<file path="src/rtl/dlf_pkg.sv">
package dlf_pkg;
  typedef enum logic {
    DIR_WR = 1'b0,
    DIR_RD = 1'b1
  } dlf_dir_e;

  typedef enum logic {
    LANE_HI = 1'b0,
    LANE_LO = 1'b1
  } dlf_lane_e;
endpackage

</file>
<file path="src/rtl/dlf_lane_fifo.sv">
module dlf_lane_fifo #(
  parameter int W     = 8,
  parameter int DEPTH = 16,
  localparam int AW   = $clog2(DEPTH),
  localparam int CW   = $clog2(DEPTH + 1)
) (
  input  logic          clk,
  input  logic          rst_n,
  input  logic          push,
  input  logic [W-1:0]  din,
  input  logic          pop,
  output logic [W-1:0]  dout,
  output logic [CW-1:0] count,
  output logic          full,
  output logic          empty
);
  logic [W-1:0]  mem [DEPTH];
  logic [AW-1:0] wptr, rptr;
  logic          do_push, do_pop;

  assign full    = (count == CW'(DEPTH));
  assign empty   = (count == '0);
  assign do_push = push && !full;
  assign do_pop  = pop && !empty;
  assign dout    = mem[rptr];

  function automatic logic [AW-1:0] bump(input logic [AW-1:0] p);
    return (p == AW'(DEPTH - 1)) ? '0 : p + 1'b1;
  endfunction

  always_ff @(posedge clk) begin
    if (do_push) mem[wptr] <= din;
  end

  always_ff @(posedge clk) begin
    if (!rst_n) begin
      wptr  <= '0;
      rptr  <= '0;
      count <= '0;
    end else begin
      if (do_push) wptr <= bump(wptr);
      if (do_pop)  rptr <= bump(rptr);
      case ({do_push, do_pop})
        2'b10:   count <= count + 1'b1;
        2'b01:   count <= count - 1'b1;
        default: count <= count;
      endcase
    end
  end
endmodule

</file>
<file path="src/rtl/dlf_strobe.sv">
module dlf_strobe (
  input  logic clk,
  input  logic rst_n,
  input  logic strobe_n,
  input  logic sel,
  output logic active,
  output logic fire
);
  logic strobe_q, sel_q;

  always_ff @(posedge clk) begin
    if (!rst_n) begin
      strobe_q <= 1'b1;
      sel_q    <= 1'b0;
    end else begin
      strobe_q <= strobe_n;
      sel_q    <= sel;
    end
  end

  assign active = !strobe_n && sel;
  assign fire   = !strobe_q && strobe_n && sel_q;
endmodule

</file>
<file path="src/rtl/dlf_flow.sv">
module dlf_flow #(
  parameter int DEPTH       = 16,
  parameter int BURST_BYTES = 16,
  localparam int CW         = $clog2(DEPTH + 1),
  localparam int LANE_SPACE = BURST_BYTES / 2
) (
  input  logic          dir_rd,
  input  logic          dma_en,
  input  logic [CW-1:0] words,
  input  logic [CW-1:0] free,
  output logic          fifo_rdy,
  output logic          drq
);
  always_comb begin
    if (dir_rd) begin
      fifo_rdy = (words != '0);
      drq      = dma_en && (words != '0);
    end else begin
      fifo_rdy = (free >= CW'(LANE_SPACE));
      drq      = dma_en && (free != '0);
    end
  end
endmodule

</file>
<file path="src/rtl/dlf_top.sv">
module dlf_top #(
  parameter int LANE_W      = 8,
  parameter int DEPTH       = 16,
  parameter int BURST_BYTES = 16,
  localparam int CW         = $clog2(DEPTH + 1),
  localparam int NLANE      = 2,
  localparam int WORD_W     = LANE_W * NLANE
) (
  input  logic              clk,
  input  logic              rst_n,
  input  logic              dir_rd,
  input  logic              dma_en,
  input  logic              cs_n,
  input  logic              dack_n,
  input  logic              wr_n,
  input  logic              rd_n,
  input  logic              burst_rd_n,
  input  logic [WORD_W-1:0] cpu_wdata,
  output logic [WORD_W-1:0] cpu_rdata,
  output logic              cpu_rdata_oe,
  output logic              fifo_rdy,
  output logic              drq,
  output logic              err_sticky,
  input  logic              eng_in_valid,
  output logic              eng_in_ready,
  input  logic [LANE_W-1:0] eng_in_data,
  output logic              eng_out_valid,
  input  logic              eng_out_ready,
  output logic [LANE_W-1:0] eng_out_data
);
  import dlf_pkg::*;

  dlf_dir_e    dir;
  assign dir = dlf_dir_e'(dir_rd);

  logic port_sel;
  logic wr_active, wr_fire, rd_active, rd_fire;
  assign port_sel = !cs_n || !dack_n;

  dlf_strobe u_wr_edge (.clk(clk), .rst_n(rst_n), .strobe_n(wr_n), .sel(port_sel),
                        .active(wr_active), .fire(wr_fire));
  dlf_strobe u_rd_edge (.clk(clk), .rst_n(rst_n), .strobe_n(rd_n), .sel(port_sel),
                        .active(rd_active), .fire(rd_fire));

  logic [WORD_W-1:0] wdat_q;
  always_ff @(posedge clk) begin
    if (!rst_n)     wdat_q <= '0;
    else if (!wr_n) wdat_q <= cpu_wdata;
  end

  // Per-lane signals; index 0 is the upper lane, 1 the lower lane.
  logic [LANE_W-1:0] l_din  [NLANE];
  logic [LANE_W-1:0] l_dout [NLANE];
  logic [CW-1:0]     l_cnt  [NLANE];
  logic [NLANE-1:0]  l_push, l_pop, l_full, l_empty;

  dlf_lane_e in_tog, out_tog;
  logic cpu_push_try, cpu_pop_try, cpu_push, cpu_pop;
  logic eng_push, eng_pop, space_ok, has_word;
  logic [CW-1:0] cnt_hi, cnt_lo, words, free;

  assign cnt_hi   = l_cnt[0];
  assign cnt_lo   = l_cnt[1];
  assign words    = (cnt_hi < cnt_lo) ? cnt_hi : cnt_lo;
  assign free     = CW'(DEPTH) - ((cnt_hi > cnt_lo) ? cnt_hi : cnt_lo);
  assign space_ok = (l_full == '0);
  assign has_word = (words != '0);

  assign cpu_push_try = wr_fire && (dir == DIR_WR);
  assign cpu_pop_try  = rd_fire && (dir == DIR_RD);
  assign cpu_push     = cpu_push_try && space_ok;
  assign cpu_pop      = cpu_pop_try && has_word;

  assign eng_in_ready  = (dir == DIR_RD) && !l_full[in_tog];
  assign eng_push      = eng_in_valid && eng_in_ready;
  assign eng_out_valid = (dir == DIR_WR) && !l_empty[out_tog];
  assign eng_out_data  = l_dout[out_tog];
  assign eng_pop       = eng_out_valid && eng_out_ready;

  for (genvar g = 0; g < NLANE; g++) begin : g_lane
    localparam int HI_BIT = WORD_W - 1 - g * LANE_W;
    assign l_push[g] = cpu_push || (eng_push && (in_tog == dlf_lane_e'(g)));
    assign l_pop[g]  = cpu_pop  || (eng_pop  && (out_tog == dlf_lane_e'(g)));
    assign l_din[g]  = cpu_push ? wdat_q[HI_BIT -: LANE_W] : eng_in_data;
    assign cpu_rdata[HI_BIT -: LANE_W] = l_dout[g];

    dlf_lane_fifo #(.W(LANE_W), .DEPTH(DEPTH)) u_fifo (
      .clk(clk), .rst_n(rst_n),
      .push(l_push[g]), .din(l_din[g]),
      .pop(l_pop[g]), .dout(l_dout[g]),
      .count(l_cnt[g]), .full(l_full[g]), .empty(l_empty[g])
    );
  end

  always_ff @(posedge clk) begin
    if (!rst_n) begin
      in_tog     <= LANE_HI;
      out_tog    <= LANE_HI;
      err_sticky <= 1'b0;
    end else begin
      if (eng_push) in_tog  <= (in_tog == LANE_HI) ? LANE_LO : LANE_HI;
      if (eng_pop)  out_tog <= (out_tog == LANE_HI) ? LANE_LO : LANE_HI;
      if ((cpu_push_try && !space_ok) || (cpu_pop_try && !has_word))
        err_sticky <= 1'b1;
    end
  end

  assign cpu_rdata_oe = !burst_rd_n || rd_active;

  dlf_flow #(.DEPTH(DEPTH), .BURST_BYTES(BURST_BYTES)) u_flow (
    .dir_rd(dir_rd), .dma_en(dma_en), .words(words), .free(free),
    .fifo_rdy(fifo_rdy), .drq(drq)
  );
endmodule

</file>
<file path="config.mk">
export PLATFORM = sky130hd
export DESIGN_NAME = dlf_top
export DESIGN_NICKNAME = d
export VERILOG_FILES = /design/src/rtl/dlf_pkg.sv /design/src/rtl/dlf_lane_fifo.sv /design/src/rtl/dlf_strobe.sv /design/src/rtl/dlf_flow.sv /design/src/rtl/dlf_top.sv
export SDC_FILE = /design/constraint.sdc
export NUM_CORES = 1
export LEC_CHECK = 0
export ABC_CLOCK_PERIOD_IN_PS = 6850
export CORE_MARGIN = 2
export CORE_UTILIZATION = 35
export CTS_BUF_LIST = sky130_fd_sc_hd__clkbuf_8
export DETAILED_ROUTE_END_ITERATION = 10
export GPL_TIMING_DRIVEN = 1
export SLEW_MARGIN = 20
export SYNTH_ARGS = -nofsm -noshare
export SYNTH_HDL_FRONTEND = slang
export SYNTH_SLANG_ARGS = --single-unit
</file>
<file path="constraint.sdc">
create_clock -name clk -period 6.85 [get_ports clk]
set_clock_uncertainty 0.15 [all_clocks]
set_input_delay 1.37 -clock clk [delete_from_list [all_inputs] [get_ports clk]]
set_output_delay 1.37 -clock clk [all_outputs]
set_load 0.01 [all_outputs]
</file>
==> impl_metrics.py <==
metrics = {
    "setup_path": {
        "end_kind": "primary output",
        "worstPathMaxFanout": 21,
        "r2r_cells": 13,
        "path_cells": "buf_4, mux4_2, mux4_2, a221o_1, clkdlybuf4s50_1",
        "critical_path.top_delay_family": "multiplexers",
        "critical_path_class": "reg -> out",
        "worst_path_max_delay_cell": "dfxtp_2",
        "reg2reg_slack_ps": 2600,
        "rr_startpoint": "g_lane[1].u_fifo.count[1]",
        "cp-start-kind": "register",
        "crit_required_ps": 5330,
        "r2r_end": "g_lane[1].u_fifo.count[4]",
        "max_stage_delay_ps": 820,
        "crit_top_cell": "mux4_2",
        "critical_path_buf_inv_count": 2,
        "arrival_ps": 3730,
    },
    "routing": {
        "post-route-drc-count": 0,
        "dr_total_vias": 7346,
        "ant_nets": 0,
        "wire_per_inst_um": 20.6,
        "viasPerCell": 5.20,
        "dr.first_iter.drc_count": 583,
        "dr.pass1.iters": 5,
        "totalWireLength_um": 29100,
    },
    "logic_synthesis": {
        "syn_nets": 874,
        "yosys.area_share.simple_pct": 7.71,
        "ys_seq_area_share_pct": 67.0,
        "postSynthCellCount": 818,
        "synth-compound-area-share_pct": 5.14,
        "synth_xor_area_share_pct": 0.599,
        "synth.area.mux_share_pct": 15.4,
        "synthFlopType": "edfxtp_1",
        "avgSynthCellArea_um2": 16.1,
        "syn-cell-area_um2": 13200,
        "synth-warning-count": 0,
        "synth_top_family_by_area": "multiplexers",
        "synth-async-reset-ratio_pct": 0,
        "synth_seq_cells": 312,
        "synth_edf_count": 256,
        "synth.distinct_cells": 65,
        "synthAdderAreaFrac_pct": 2.00,
    },
    "sta": {
        "fmax_mhz": 191,
        "slew_viol_final": 0,
        "period_needed_ps": 5250,
        "period_share_pct": 76.6,
        "worst_slack_ps": 1600,
        "hold_viol_final": 0,
        "rsz0062_at_grt": "no",
        "worstMarginPinSlew_ps": 982,
        "max_slew_margin_pct": 34.5,
        "finalSetupTns_ps": 0,
        "setup_viol": 0,
    },
    "floorplan": {
        "initial_core_util_pct": 35.3,
        "io_pins": 65,
        "core_um2": 37300,
        "rows": 71,
        "die_w_um": 198,
        "die_y_um": 198,
        "dieArea_um2": 39100,
    },
    "outcome": {
        "status": "finished clean",
    },
    "place": {
        "port_buffers": 64,
        "placed_area_um2": 14200,
        "dp_hpwl_um": 18900,
        "gp_congestion": 0.794,
        "pre_cts_ws_ps": 1650,
    },
    "global_route": {
        "gr-usage-all-layers_pct": 15.0,
        "grt_max_degree": 41,
        "grt_pass1_wl_um": 44000,
        "grt_pass1_vias": 7259,
        "antenna_found_initial": 0,
        "grt_overflow_total": 0,
    },
    "cts": {
        "h-tree-depth": 2,
        "clock_path_buffers": 3,
        "cts_hold_buf": 0,
        "cts-root-buf": "clkbuf_8",
        "cts_resized": 0,
        "clk_pin_slew_ps": 60,
        "numClockSinks": 312,
        "cts_buffers": 51,
        "cts_setup_buffers": 0,
        "clk_latency_ps": 590,
        "cts_tree": "built",
    },
    "power": {
        "power_frac_clock_pct": 39.7,
        "intPower_mw": 2.96,
        "seqPwrFrac_pct": 54.3,
        "switchingPower_mw": 0.879,
        "ir_worst_vdd_v": 0.000146,
        "power.static_leakage_nw": 5.07,
        "p_comb_share_pct": 5.9,
        "swShare_pct": 22.9,
        "power_density_nw_per_um2": 253,
    },
    "job": {
        "maxCapViolCount": 0,
    },
    "final_layout": {
        "design_area_um2": 15200,
        "drive_above_1_share_pct": 16.7,
        "syn_to_final_growth_pct": 15.4,
        "n_antenna_cell": 0,
        "final_nets": 956,
    },
    "hold_path": {
        "holdCritStartpoint": "wdat_q[12]",
        "hold_end": "wdat_q[12]",
        "hold_depth": 2,
        "hold_class": "reg -> reg",
    },
}
-- metal layers --
metal	GRT usage [%]	share of wire [%]
met4	4.32	2.1
met5	0	0
met2	23.0	45
met1	22.1	47
met3	2.69	5.8
-- cell usage after synthesis (all sizes together) (9+ instances only) --
| cell | n | area share [%] |
|---|---|---|
| nand3 | 15 | 0.57 |
| nor2 | 54 | 1.5 |
| nand2b | 9 | 0.43 |
| inv | 17 | 0.49 |
| dfxtp | 56 | 8.5 |
| mux4 | 73 | 13 |
| a21oi | 32 | 1.2 |
| and2 | 27 | 1.3 |
| clkbuf | 22 | 0.63 |
| nand2 | 61 | 1.7 |
| edfxtp | 256 | 58 |
| buf | 19 | 1.0 |
| o21ai | 18 | 0.68 |
| and3 | 14 | 0.67 |
| mux2i | 29 | 2.2 |
| ha | 21 | 2.0 |
-- power groups by stage --
| stage | Clock [mW] | Combinational [mW] | Sequential, mW |
|---|---|---|---|
| after floorplan | 0 | 0.138 | 2.12 |
| final | 1.53 | 0.229 | 2.09 |
| after detailed placement | 0 | 0.229 | 2.13 |
| after global routing | 1.66 | 0.250 | 2.09 |
| after CTS | 1.56 | 0.230 | 2.09 |
| after global placement | 0 | 0.226 | 2.13 |
-- worst min-delay path, delay by kind of cell, from the launching register on --
| kind | cells | cell delay, ps |
|---|---|---|
| DFF | 1 | 330 |
| muxes | 1 | 70 |
| and+or+nand+nor | 1 | 70 |
-- per-stage QoR --
step                utilization [%]  std cells  power (mW)  hold slack [ps]
detailed placement             38.1       1321        2.36              328
finish                         40.7       1413        3.84              348
global placement               38.1       1321        2.35              324
floorplan                         -        818        2.26              313
CTS                            40.7       1413        3.88              346
global route                   40.7       1413        4.00              361
-- state kept, by name (all words and copies together) (netlist names), named ones only --
signal               cells
g_lane.u_fifo.rptr       8
g_lane.u_fifo.wptr       8
u_wr_edge.strobe_q       1
g_lane.u_fifo.mem      256
u_rd_edge.strobe_q       1
out_tog                  1
err_sticky               1
wdat_q                  16
g_lane.u_fifo.count     10
in_tog                   1
u_rd_edge.sel_q          1
-- cells in the final DEF (no fill, tap or decap), drive strengths merged, types with 18 or more instances in the layout --
cell type	count
ha	21
o21ai	18
and2	27
nand2	61
inv	34
clkdlybuf4s50	64
dfxtp	56
clkbuf	56
a21oi	32
nor2	54
edfxtp	256
mux2i	29
mux4	73
-- logic make-up (layout without fill, tap and decap cells) --
kind of cell    count (synthesis)  after routing
buf+inv                        59            180
xor+xnor                        9              9
simple gates                  206            206
flops                         312            312
fa+ha+maj                      21             21
mux                           110            110
compound gates                101            101
-- final cells by class --
class | instances | area, µm²
Fill cell | 3435 | 22100
Sequential cell | 312 | 8810
Multi-Input combinational cell | 447 | 4060
Clock buffer | 56 | 771
Timing Repair Buffer | 70 | 686
Tap cell | 474 | 593
Clock inverter | 36 | 193
Inverter | 18 | 67.6
-- worst max-delay path by stage --
stage | slack, ps | endpoint | from | cells past startpoint
2_1_floorplan | 2580 | g_lane[1].u_fifo.count[4] | dir_rd | 13
3_3_place_gp | 1750 | g_lane[1].u_fifo.count[4] | dir_rd | 12
3_5_place_dp | 1650 | g_lane[1].u_fifo.count[4] | dir_rd | 12
4_1_cts | 1490 | eng_out_data[5] | register | 5
5_1_grt | 1380 | eng_out_data[5] | register | 5
6_report | 1600 | eng_out_data[3] | register | 5
Power figures use the tool's default switching activity.
